[config.mk]
export PLATFORM = sky130hd
export DESIGN_NAME = baud_gen
export DESIGN_NICKNAME = d
export VERILOG_FILES = /design/src/rtl/baud_pkg.sv /design/src/rtl/baud_div_reg.sv /design/src/rtl/baud_prescale.sv /design/src/rtl/baud_phase.sv /design/src/rtl/baud_gen.sv
export SDC_FILE = /design/constraint.sdc
export NUM_CORES = 1
export LEC_CHECK = 0
export ABC_AREA = 1
export BUFFER_PORTS_ARGS = -buffer_cell sky130_fd_sc_hd__buf_2
export CAP_MARGIN = 20
export CORE_MARGIN = 2
export CORE_UTILIZATION = 46
export CTS_CLUSTER_DIAMETER = 80
export CTS_CLUSTER_SIZE = 16
export DETAILED_ROUTE_END_ITERATION = 12
export PLACE_DENSITY = 0.71
export SYNTH_ARGS = -nofsm -noshare
export SYNTH_HDL_FRONTEND = slang
export SYNTH_HIERARCHICAL = 1
export SYNTH_SLANG_ARGS = --single-unit
[constraint.sdc]
create_clock -name clk -period 2.03 [get_ports clk]
set_input_delay 0.203 -clock clk [delete_from_list [all_inputs] [get_ports clk]]
set_output_delay 0.203 -clock clk [all_outputs]
set_load 0.05 [all_outputs]
[src/rtl/baud_pkg.sv]
// Package: constants shared by the baud generator blocks.
// Assumes a fixed oversampling ratio of eight (three phase bits).
package baud_pkg;
    localparam int OS_LOG2      = 3;
    localparam int OS_RATIO     = 1 << OS_LOG2;
    localparam int ZERO_RELOAD  = 1;   // prescale reload used for a zero divisor
    typedef logic [OS_LOG2-1:0] phase_t;
endpackage

[src/rtl/baud_div_reg.sv]
// Module: holds the programmed divisor and derives the prescale reload.
// Assumes: the written value takes effect on the write edge itself. The reload
// offered on that edge comes from the incoming data, so the counter can restart
// with the new value at once.
module baud_div_reg #(
    parameter int              DIV_W     = 16,
    parameter logic [DIV_W-1:0] RESET_DIV = '0
) (
    input  logic             clk,
    input  logic             rst_n,
    input  logic             we,
    input  logic [DIV_W-1:0] wdata,
    output logic [DIV_W-1:0] load_val,
    output logic             restart,
    output logic             is_zero
);
    import baud_pkg::*;

    logic [DIV_W-1:0] div_q;

    // Map a divisor to the prescale reload: a zero divisor uses the fixed reload.
    function automatic logic [DIV_W-1:0] reload_of(input logic [DIV_W-1:0] d);
        return (d == '0) ? DIV_W'(ZERO_RELOAD) : d;
    endfunction

    // Divisor storage, written on the strobe.
    always_ff @(posedge clk) begin
        if (!rst_n)  div_q <= RESET_DIV;
        else if (we) div_q <= wdata;
    end

    // Reload value and restart request seen by the prescaler.
    always_comb begin
        restart  = we;
        load_val = we ? reload_of(wdata) : reload_of(div_q);
        is_zero  = (div_q == '0);
    end
endmodule

[src/rtl/baud_prescale.sv]
// Module: down-counter that produces one oversample tick every (load_val+1) cycles.
// Assumes: load_val is never zero; a restart loads the counter on that edge.
module baud_prescale #(
    parameter int               DIV_W    = 16,
    parameter logic [DIV_W-1:0] RST_LOAD = '0
) (
    input  logic             clk,
    input  logic             rst_n,
    input  logic             restart,
    input  logic [DIV_W-1:0] load_val,
    output logic             os_tick
);
    logic [DIV_W-1:0] cnt_q;

    // Count down, reload on expiry or on restart.
    always_ff @(posedge clk) begin
        if (!rst_n)                       cnt_q <= RST_LOAD;
        else if (restart || cnt_q == '0)  cnt_q <= load_val;
        else                              cnt_q <= cnt_q - 1'b1;
    end

    // Tick while the counter sits at zero (reset value is non-zero).
    always_comb os_tick = rst_n && (cnt_q == '0);
endmodule

[src/rtl/baud_phase.sv]
// Module: counts oversample ticks and raises the bit tick on the last phase.
// Assumes: os_tick is single-cycle; a restart returns the phase to zero.
module baud_phase (
    input  logic clk,
    input  logic rst_n,
    input  logic restart,
    input  logic os_tick,
    output logic bit_tick
);
    import baud_pkg::*;

    localparam phase_t LAST_PHASE = phase_t'(OS_RATIO - 1);

    phase_t phase_q;

    // Advance the phase on each oversample tick; clear it on restart.
    always_ff @(posedge clk) begin
        if (!rst_n || restart) phase_q <= '0;
        else if (os_tick)      phase_q <= phase_q + 1'b1;
    end

    // The bit tick is the oversample tick that closes the last phase.
    always_comb bit_tick = os_tick && (phase_q == LAST_PHASE);
endmodule

[src/rtl/baud_gen.sv]
// Module: top of the baud generator. Bit period is 8*(D+1) cycles, or 16 cycles
// for D = 0. An oversample tick runs eight times faster.
// Assumes: synchronous active-low reset; the divisor is written with a strobe.
module baud_gen #(
    parameter int               DIV_W     = 16,
    parameter logic [DIV_W-1:0] RESET_DIV = '0
) (
    input  logic             clk,
    input  logic             rst_n,
    input  logic             div_we,
    input  logic [DIV_W-1:0] div_wdata,
    output logic             bit_tick,
    output logic             os_tick,
    output logic             zero_mode
);
    import baud_pkg::*;

    localparam logic [DIV_W-1:0] RST_LOAD =
        (RESET_DIV == '0) ? DIV_W'(ZERO_RELOAD) : RESET_DIV;

    logic [DIV_W-1:0] load_val;
    logic             restart;
    logic             os_int;

    baud_div_reg #(.DIV_W(DIV_W), .RESET_DIV(RESET_DIV)) u_div (
        .clk(clk), .rst_n(rst_n), .we(div_we), .wdata(div_wdata),
        .load_val(load_val), .restart(restart), .is_zero(zero_mode)
    );

    baud_prescale #(.DIV_W(DIV_W), .RST_LOAD(RST_LOAD)) u_pre (
        .clk(clk), .rst_n(rst_n), .restart(restart),
        .load_val(load_val), .os_tick(os_int)
    );

    baud_phase u_ph (
        .clk(clk), .rst_n(rst_n), .restart(restart),
        .os_tick(os_int), .bit_tick(bit_tick)
    );

    // Export the oversample tick.
    always_comb os_tick = os_int;
endmodule

# Word-level counts from Yosys, hierarchy flattened
# Index checks and enable logic that the tools add are counted.
# word_totals
elab_cells,18
inputBits,19
output_inout_bits,3
ff_bits,35
# classes
add_sub_neg,2
reduce_logical,8
n_mux,4
eq_ne,1
# ops
op,count
2-to-1 mux 16 bit,4
logical NOT 16 bit,3
"subtractor 16 x 1 -> 16 bit, second input constant",1
"adder 3 x 1 -> 3 bit, second input constant",1
"equality test 3 bit, second input constant",1
logical AND 1 bit,2
logical OR 1 bit,2
logical NOT 1 bit,1

# Longest topological paths before layout
# logic_depth
word_depth,4
mapped_depth,10
depth_no_buf,10

# By module
# Netlist, hierarchy kept.
# modules_own_cells
mod,instances,area_each_um2,seq_area_each_um2,cells_per_inst
baud_prescale,1,1021.0,320.3,169
baud_div_reg,1,843.3,320.3,121
baud_phase,1,150.1,60.1,21

# Worst setup path before layout
# No wires, ideal clock.
# synth_timing
path_type,register to output
startpoint,reg u_pre.cnt_q[0]
endpoint,out bit_tick
required_time_ns,1.827
n_path_buf,0
arrival_ns,3.227
setup_slack_ns,-1.400
stages_incl_launch_ff,9
cell_sequence,dfxtp_1 -> inv_1 -> ha_1 -> nand2_1 -> nor2_1 -> nand3_1 -> nor4_1 -> nand2_1 -> inv_1
# synth_via
elab_chain_len,3
# synth_rtl
item,line_no,source
from (decl),baud_prescale.sv:13,logic [DIV_W-1:0] cnt_q;
from (signal assigned),baud_prescale.sv:18,else if (restart || cnt_q == '0) cnt_q <= load_val;
from (signal assigned),baud_prescale.sv:19,else cnt_q <= cnt_q - 1'b1;
logical NOT 16 bit,baud_prescale.sv:23,always_comb os_tick = rst_n && (cnt_q == '0);
logical AND 1 bit,baud_prescale.sv:23,
net os_tick,baud_gen.sv:13,"output logic os_tick,"
logical AND 1 bit,baud_phase.sv:23,always_comb bit_tick = os_tick && (phase_q == LAST_PHASE);
to (decl),baud_gen.sv:12,"output logic bit_tick,"
# The timed path passes the listed nets, and every way through them passes these cells.

# Worst setup path in the final report
# layout_timing
startpoint,reg u_pre.cnt_q[0]
endpoint,out bit_tick
# layout_via
elab_chain_len,3
# layout_rtl
item,line_no
logical NOT 16 bit,baud_prescale.sv:23
logical AND 1 bit,baud_prescale.sv:23
logical AND 1 bit,baud_phase.sv:23
# No other way between the ends.

==> summary.md <==
| Metric | Value |
|---|---|
| Outcome | `finished clean` |
| TritonCTS clock tree | `built` |
| Setup crit end kind | `primary output` |
| Post-Synth Adder-Cell Area | `around 1.9%` |
| Grt met3 use | `between 3 and 4%` |
| Compound-Gate Fraction of Synth Area | `just over 10%` |
| Design area | `~0.0023 mm2` |
| Max Cap Viol | `0` |
| Seq pwr share | `47.8%` |
| Simple-gate share of the synthesized area | `between 30% and 40%` |
| Worst Path Required | `approximately 1.8 ns` |
| Synth Register Bits | `35` |
| Die X | `~70 um` |
| Die Y-Extent | `approximately 70 um` |
| First-pass GRT wire length | `~7.3 mm` |
| Largest family of logic cells by synthesized area | `simple AND/OR/NAND/NOR gates` |
| Hold WC Path Type | `in -> reg` |
| Nets | `about 350` |
| Critical Path Source Type | `flop` |
| Post-DP HPWL | `about 3.1 mm` |
| CP max FO | `3` |
| Worst slew pin tran | `a little over 0.7 ns` |
| Mean Syn Cell Area | `between 6 and 7 um2` |
| Leakage | `roughly 0.0011 uW` |
| Post-synthesis cell area | `between 0.002 and 0.0025 mm2` |
| Yosys warnings | `6` |
| Initial antenna violation count | `0` |
| Syn_nets | `~330` |
| Distinct cells, synth | `22` |
| Antenna diode count | `0` |
| Slew HR | `about 52%` |
| Most Crowded Layer GR | `met2` |
| Synth Instances | `~310` |
| DR vias/cell | `between 4 and 5` |
| Synth area leaders | `dfxtp_1, nand2_1, nor2_1, inv_1, a21oi_1` |
| Largest stage delay, worst path | `around 0.32 ns` |
| Die ar. | `0.004925 mm2` |
| Sequence of cells on the critical path | `inv_2, ha_4, nand2_2, nor2_2, nand3_2, nor4_4, nand2_1, clkinvlp_4, buf_6` |
| Layout area overhead | `11.74%` |
| H-Tree Depth | `2` |
| Worst Skew | `around 0.0048 ns` |
| Routed WL | `4.136 mm` |
| Slowest cell on the critical path | `dfxtp_1` |
| Tcrit/Tclk final | `94.94%` |
| Int Power | `roughly 1100 uW` |
| Power density over the cells | `713.4 mW/mm2` |
| Post-route antenna net violation count | `0` |
| Final hold violation count | `0` |
| Max-slew violations | `0` |
| Vias in the first global route | `1720` |
| I/O pin total | `22` |
| GR Util met1 | `a little under a quarter` |
| Mux share of post-synthesis cell area | `0%` |
| CTS Sinks | `35` |
| VDD IR max | `approximately 480 uV` |
| Clk pin slew, worst setup/hold paths | `about 0.070 ns` |
| Total core area | `0.004294 mm2` |
| Fillers | `445` |
| Sw power | `510.7 uW` |
| Final routed DRC violation total | `0` |
| GRT Total Usage | `a little under a fifth` |
| Register area share after synthesis | `approximately a third` |
| Routability cong. | `approximately 0.88` |
| Initial DRC Count | `92` |
| Routed WL per cell | `approximately 11 um` |
| CTS Buffer Depth | `2` |
| Synth Area in XOR/XNOR | `2.609%` |
| Layout cells sized above 1 | `20.72%` |
| Remaining Overflow, GRT | `0` |
| CP Class | `reg -> out` |
| Final setup viols | `0` |
| Sw frac | `a little under a third` |
| Pin count of the biggest net entering global routing | `22` |
| Met2 usage | `a little under a third` |
| Post-CTS setup buffers | `0` |
| Part of the power in the clock network | `a little under a third` |
| RSZ-0062 raised after global routing | `true` |
| CTS Root Cell | `clkbuf_8` |
| Clk_lat worst skew | `around 0.29 ns` |
| Vias | `approximately 1800` |
| Iteration count of the initial detailed-routing pass | `4` |
| I/O Buffers | `21` |
| Yosys top cell by area | `dfxtp_1` |
| FF+latch area | `700.7 um2` |
| Max Clk Rate | `518.9 MHz` |
| Setup TNS | `0 ns` |
| # rows | `24` |
| Placement Cell Area | `~0.0022 mm2` |
| Starting Density | `46.91%` |
| Crit path DAT | `around 1.7 ns` |
| Inserted Clock Buffers | `5` |
| Minimum clock period | `between 1.5 and 2 ns` |
| Post-synth top area share | `between 30% and 40%` |
| Combinational fraction of design power | `21.5%` |
| Area occupied by multi-input gates | `approximately 0.0011 mm2` |
-- kinds of logic (layout without fill, tap and decap cells) --
kind of cell    count (synthesis)  after routing
xor+xnor                        6              6
simple gates                  193            193
compound gates                 33             33
buf+inv                        41             63
flops                          35             35
fa+ha+maj                       3              3
-- power groups by stage --
| stage | clock network, uW | logic, uW | registers (uW) |
|---|---|---|---|
| finish | 493 | 345 | 768 |
| global route | 526 | 397 | 773 |
| CTS | 506 | 347 | 768 |
| detailed placement | 0 | 341 | 784 |
| global placement | 0 | 339 | 782 |
| floorplan | 0 | 283 | 776 |
-- layout by cell type, fill, tap and decap left out --
cell type     n
nand2_1     107
nor2_1       52
dfxtp_1      35
inv_1        27
buf_2        19
a21oi_1      18
nand2_2      14
a21oi_2      10
xor2_1        6
nand3_1       6
clkbuf_8      5
nor2_2        5
o21ai_0       5
inv_2         3
nor2_4        3
nand4_1       3
clkbuf_1      2
buf_6         2
buf_4         2
ha_1          2
clkinv_2      1
inv_8         1
nor3_1        1
clkinvlp_4    1
nand3_2       1
nor4_4        1
ha_4          1
-- sequential cells by signal, indices dropped and copies added (netlist names) --
name,flops
u_pre/cnt_q,16
u_ph/phase_q,3
u_div/div_q,16
-- final cells by class --
| class | instances | share of cell area (%) |
|---|---|---|
| well taps | 52 | 2.890 |
| flip-flops and latches | 35 | 31.13 |
| multi-input cells | 235 | 50.64 |
| repair buffers | 23 | 5.892 |
| clock buffers | 7 | 3.391 |
| inverters | 32 | 5.837 |
| clock inverters | 1 | 0.2223 |
-- synthesized netlist by cell type (all sizes together) --
| library cell | count |
|---|---|
| nor2 | 60 |
| inv | 32 |
| dfxtp | 35 |
| clkbuf | 1 |
| nand4 | 3 |
| nand2 | 121 |
| a21oi | 28 |
| ha | 3 |
| nand3 | 7 |
| o21ai | 5 |
| nor4 | 1 |
| buf | 8 |
| xor2 | 6 |
| nor3 | 1 |
-- through the flow --
stage	util [%]	hold WS (ns)	total power [uW]	std cells	worst slack, ns
2_1_floorplan	-	0.3257	1059	311	-0.1390
3_3_place_gp	50.12	0.4562	1121	377	0.3301
3_5_place_dp	50.12	0.4637	1125	377	0.2949
4_1_cts	52.24	0.1767	1621	385	0.04596
5_1_grt	52.42	0.1927	1696	385	-0.01650
6_report	52.42	0.1865	1606	385	0.1027
-- repair_timing --
action                     in CTS  in global routing
hold buffers                    0                  0
pin swaps                       0                  0
cloned                          0                  0
setup endpoints to repair       2                  2
gates resized for setup         3                  2
-- critical path: cells and delay by family (launching register included) --
| family | cells | cell delay (ns) |
|---|---|---|
| adder cells (fa/ha/maj) | 1 | 0.14 |
| buffers and inverters | 3 | 0.29 |
| AND/OR/NAND/NOR | 5 | 0.67 |
| flip-flops | 1 | 0.32 |
-- per-layer routing --
layer | part of all wire [%] | wire [um] | vias to the layer above
met1 | 49 | 2025 | 811
met3 | 3.4 | 140 | 6
met5 | 0 | 0 | -
met2 | 46 | 1905 | 27
li1 | - | - | 989
met4 | 1.6 | 65 | 0
-- final timing paths --
kind	to	slack (ns)	cells past startpoint	from
setup / recovery	bit_tick	0.10	9	u_pre/cnt_q[0]
hold / removal	u_div/div_q[15]	0.19	3	div_wdata[15]
setup reg to reg	u_ph/phase_q[0]	0.50	11	u_pre/cnt_q[0]
hold reg to reg	u_pre/cnt_q[14]	0.48	2	u_pre/cnt_q[14]
(Power assumes the default switching activity.)
